===== src/rtl/shreg_pkg.sv =====
package shreg_pkg;

    // First-stage action, encoded as {j, kb}
    typedef enum logic [1:0] {
        HEAD_CLR  = 2'b00,
        HEAD_KEEP = 2'b01,
        HEAD_FLIP = 2'b10,
        HEAD_SET  = 2'b11
    } head_op_e;

    typedef enum logic {
        MODE_LOAD  = 1'b0,
        MODE_SHIFT = 1'b1
    } reg_mode_e;

    function automatic head_op_e decode_head(input logic j, input logic kb);
        return head_op_e'({j, kb});
    endfunction

    function automatic logic apply_head(input head_op_e op, input logic old_bit);
        logic nb;
        case (op)
            HEAD_CLR:  nb = 1'b0;
            HEAD_KEEP: nb = old_bit;
            HEAD_FLIP: nb = ~old_bit;
            default:   nb = 1'b1;
        endcase
        return nb;
    endfunction

endpackage


===== src/rtl/shreg_head.sv =====
module shreg_head
    import shreg_pkg::*;
(
    input  logic j_in,
    input  logic kb_in,
    input  logic cur_bit,
    output logic nxt_bit
);
    head_op_e op;

    always_comb begin
        op      = decode_head(j_in, kb_in);
        nxt_bit = apply_head(op, cur_bit);
    end
endmodule


===== src/rtl/shreg_next.sv =====
module shreg_next
    import shreg_pkg::*;
#(
    parameter int WIDTH = 4
) (
    input  reg_mode_e        mode,
    input  logic             head_bit,
    input  logic [WIDTH-1:0] cur,
    input  logic [WIDTH-1:0] par_d,
    output logic [WIDTH-1:0] nxt
);
    for (genvar i = 0; i < WIDTH; i++) begin : g_stage
        logic from_shift;
        if (i == 0) begin : g_first
            assign from_shift = head_bit;
        end else begin : g_rest
            assign from_shift = cur[i-1];
        end
        assign nxt[i] = (mode == MODE_SHIFT) ? from_shift : par_d[i];
    end
endmodule


===== src/rtl/shreg_store.sv =====
module shreg_store #(
    parameter int WIDTH = 4
) (
    input  logic             clk,
    input  logic             clr_n,
    input  logic [WIDTH-1:0] nxt,
    output logic [WIDTH-1:0] cur
);
    always_ff @(posedge clk or negedge clr_n) begin
        if (!clr_n) begin
            cur <= '0;
        end else begin
            cur <= nxt;
        end
    end
endmodule


===== src/rtl/shreg_jk_load.sv =====
module shreg_jk_load
    import shreg_pkg::*;
#(
    parameter int WIDTH = 4
) (
    input  logic             clk,
    input  logic             clr_n,
    input  logic             shift_en,
    input  logic             j_in,
    input  logic             kb_in,
    input  logic [WIDTH-1:0] par_d,
    output logic [WIDTH-1:0] q,
    output logic             q_top_n
);
    localparam int TOP = WIDTH - 1;

    logic [WIDTH-1:0] cur;
    logic [WIDTH-1:0] nxt;
    logic             head_bit;
    reg_mode_e        mode;

    assign mode = reg_mode_e'(shift_en);

    shreg_head u_head (
        .j_in    (j_in),
        .kb_in   (kb_in),
        .cur_bit (cur[0]),
        .nxt_bit (head_bit)
    );

    shreg_next #(.WIDTH(WIDTH)) u_next (
        .mode     (mode),
        .head_bit (head_bit),
        .cur      (cur),
        .par_d    (par_d),
        .nxt      (nxt)
    );

    shreg_store #(.WIDTH(WIDTH)) u_store (
        .clk   (clk),
        .clr_n (clr_n),
        .nxt   (nxt),
        .cur   (cur)
    );

    assign q       = cur;
    assign q_top_n = ~cur[TOP];
endmodule


===== config.mk =====
export PLATFORM = sky130hd
export DESIGN_NAME = shreg_jk_load
export DESIGN_NICKNAME = d
export VERILOG_FILES = /design/src/rtl/shreg_pkg.sv /design/src/rtl/shreg_head.sv /design/src/rtl/shreg_next.sv /design/src/rtl/shreg_store.sv /design/src/rtl/shreg_jk_load.sv
export SDC_FILE = /design/constraint.sdc
export NUM_CORES = 1
export LEC_CHECK = 0
export BUFFER_PORTS_ARGS = -buffer_cell sky130_fd_sc_hd__buf_2
export CAP_MARGIN = 20
export CORE_AREA = 3 3 40 42
export CTS_CLUSTER_DIAMETER = 30
export CTS_CLUSTER_SIZE = 28
export DETAILED_ROUTE_END_ITERATION = 7
export DIE_AREA = 0 0 43 45
export GPL_TIMING_DRIVEN = 0
export SLEW_MARGIN = 20
export SYNTH_ARGS = -nofsm -noshare
export SYNTH_HDL_FRONTEND = slang
export SYNTH_SLANG_ARGS = --single-unit

===== constraint.sdc =====
create_clock -name clk -period 1.1 [get_ports clk]
set_input_delay 0.22 -clock clk [delete_from_list [all_inputs] [get_ports clk]]
set_output_delay 0.22 -clock clk [all_outputs]
set_load 0.01 [all_outputs]

==> flow_summary.yaml <==
synth:
  syn_area_sq_um: 164
  ys_top_cells_by_count: "dfrtp_1 (4), mux2_2 (3)"
  yosysMostFrequentCell: "dfrtp_1"
  synth_top_area_share_pct: 61.1
  ys_ff_latch: 4
  synth_cell_types: 7
  synthCells: 12
  synth_async_sr_flop_share_pct: 100
  synthFlopType: "dfrtp_1"
  synthTopCellsByArea: "dfrtp_1 (61%), mux2_2 (21%), mux2i_1 (6.1%)"
  yosysWarnings: 0
  yosysSeqAreaShare_pct: 61.1
  synth_nets: 21
  synth.avg_cell_area_sq_um: 13.7
  synth_edf_count: 0
  synth_area_leader_cell: "dfrtp_1"
sta:
  slew_violations: 0
  clock_skew_ns: 0.00363
  timing_worst_slew_pin_value_ns: 0.137
  hold_violations: 0
  grt_setup_unrepaired: "no"
  min_period_over_period_pct: 96.9
  period_minus_slack_ns: 1.07
  fin_tns_setup_ns: 0
  max_freq_mhz: 938
  finalSetupViolations: 0
  max_slew_margin_pct: 90.6
cells_and_area:
  fillers: 144
  diodes: 0
  final_cell_area_sq_um: 302
  largest_reg_flops: 4
  drive_gt1_share_pct: 71.0
  final_nets: 42
  reg_top3: "u_store.cur: 4 flops"
  final_core_util_pct: 23.5
  syn2layout_area_growth_pct: 84.0
  top_register: "u_store.cur"
place:
  dpl-instance-area_sq_um: 248
  finalWeightedCongestion: 0.681
  port_buffers: 13
status:
  status: "finished clean"
cts:
  clock_sinks: 4
  clockRootBuffer: "clkbuf_4"
  numCtsBuffers: 3
  cts_tree: "yes"
  htree_num_levels: 1
  cts_max_path_buffers: 2
  clk_latency_ns: 0.24
  clkSlewWorstSetupHoldPaths_ns: 0.04
die:
  io_pins: 14
  dieArea_sq_mm: 0.00194
  fp.dieH_microns: 45
  start_util_pct: 12.8
  die_w_microns: 43
  row_count: 13
  core_area_sq_mm: 0.00128
drt:
  drt_iter0_drc: 2
  drc: 0
  wl_microns: 444
  ant_nets: 0
  wl_per_cell_microns: 9.65
  vias: 162
  viasPerCell: 3.52
  dr.pass1.iters: 2
worst_hold_path:
  min_path_type: "in -> reg"
power_and_ir_drop:
  seqPwrFrac_pct: 38.3
  pwr-share-comb_pct: 20.3
  p_int_uw: 339
  powerDensity_mw_per_mm2: 1460
  netSwitchingPower_uw: 102
  vdd_ir_drop_max_v: 0.000569
  total_leakage_power_uw: 0.000158
  p_clk_share_pct: 41.4
  switching_share_pct: 23.2
grt:
  track_usage_pct: 6.19
  antenna_found_initial: 0
  grt_max_degree: 6
  grt_pass1_wl_microns: 759
  grt_pass1_vias: 182
  grt_overflow: 0
critical_path:
  cp.arrival_ns: 0.85
  crit_path_max_fanout: 2
  cp-start-kind: "flip-flop"
  endpoint_kind: "output pin"
  cp.required_ns: 0.88
  r2r_slack_ns: 0.11
  path_class: "reg -> out"
flow_run:
  max_cap_violations: 0
placed cells by master, fill, tap and decap left out:
cell type,count
nor2_1,1
a21oi_1,1
mux2i_1,1
buf_4,3
inv_1,1
buf_6,1
clkbuf_4,3
mux2_2,3
buf_2,12
dfrtp_1,4
dlygate4sd3_1,1
per-layer routing:
layer / wire, microns / global-route usage, %
met5: 0 / 0
met4: 0 / 1.81
met3: 89 / 7.57
met2: 154 / 7.49
met1: 200 / 6.60
final cells by class:
type | instances | area, sq um | share of cell area, %
clock buffer | 3 | 22.5 | 7.47
inverter | 1 | 3.75 | 1.24
sequential | 4 | 100 | 33.2
timing repair buffer | 16 | 96.3 | 32.0
multi-input combinational | 6 | 52.6 | 17.4
buffer | 1 | 7.51 | 2.49
tap | 15 | 18.8 | 6.22
power groups by stage:
stage	clock network, uW	registers [uW]	logic, uW
after floorplan	0	177	27.1
after global placement	0	172	70.5
after detailed placement	0	172	72.2
after CTS	190	168	81.9
after global routing	200	172	98.7
final	183	169	89.8
per-stage QoR:
step | power [uW] | setup slack [ns] | hold slack, ns | std cells
finish | 441 | 0.0339 | 0.218 | 46
global route | 471 | 0.00268 | 0.230 | 46
CTS | 440 | 0.0202 | 0.215 | 45
detailed placement | 244 | 0.230 | 0.0298 | 40
global placement | 242 | 0.232 | 0.0285 | 40
floorplan | 204 | 0.329 | -0.0756 | 12
repair_timing:
item | CTS | global route
hold buffers | 1 | 0
resized for setup | 0 | 1
endpoints found under the setup margin | 1 | 1
endpoints found under the hold margin | 4 | 0
setup buffers | 1 | 1
cells by family (layout without fill, tap and decap cells):
kind of cell,count (synthesis),in the layout,share of synthesized area (%)
muxes,4,4,26.7
and+or+nand+nor,1,1,2.29
AOI/OAI and AO/OA,1,1,3.05
buffers and inverters,2,21,6.87
DFF,4,4,61.1
worst max-delay path, cell delays in order, from the launching register on:
cell     delay, ns
dfrtp_1       0.37
buf_4         0.14
buf_6         0.11
path summary, 6_finish.rpt:
kind	endpoint	start	cells after the start
worst min register to register	u_store.cur[3]$_DFF_PN0_	u_store.cur[2]$_DFF_PN0_	1
max in group asynchronous	u_store.cur[0]$_DFFE_PN0P_	clr_n	2
worst max register to register	u_store.cur[1]$_DFF_PN0_	u_store.cur[0]$_DFFE_PN0P_	3
min in group asynchronous	u_store.cur[2]$_DFF_PN0_	clr_n	2
worst max-delay path	q[0]	u_store.cur[0]$_DFFE_PN0P_	2
worst min-delay path	u_store.cur[2]$_DFF_PN0_	par_d[2]	2
Power figures use the tool's default switching activity.
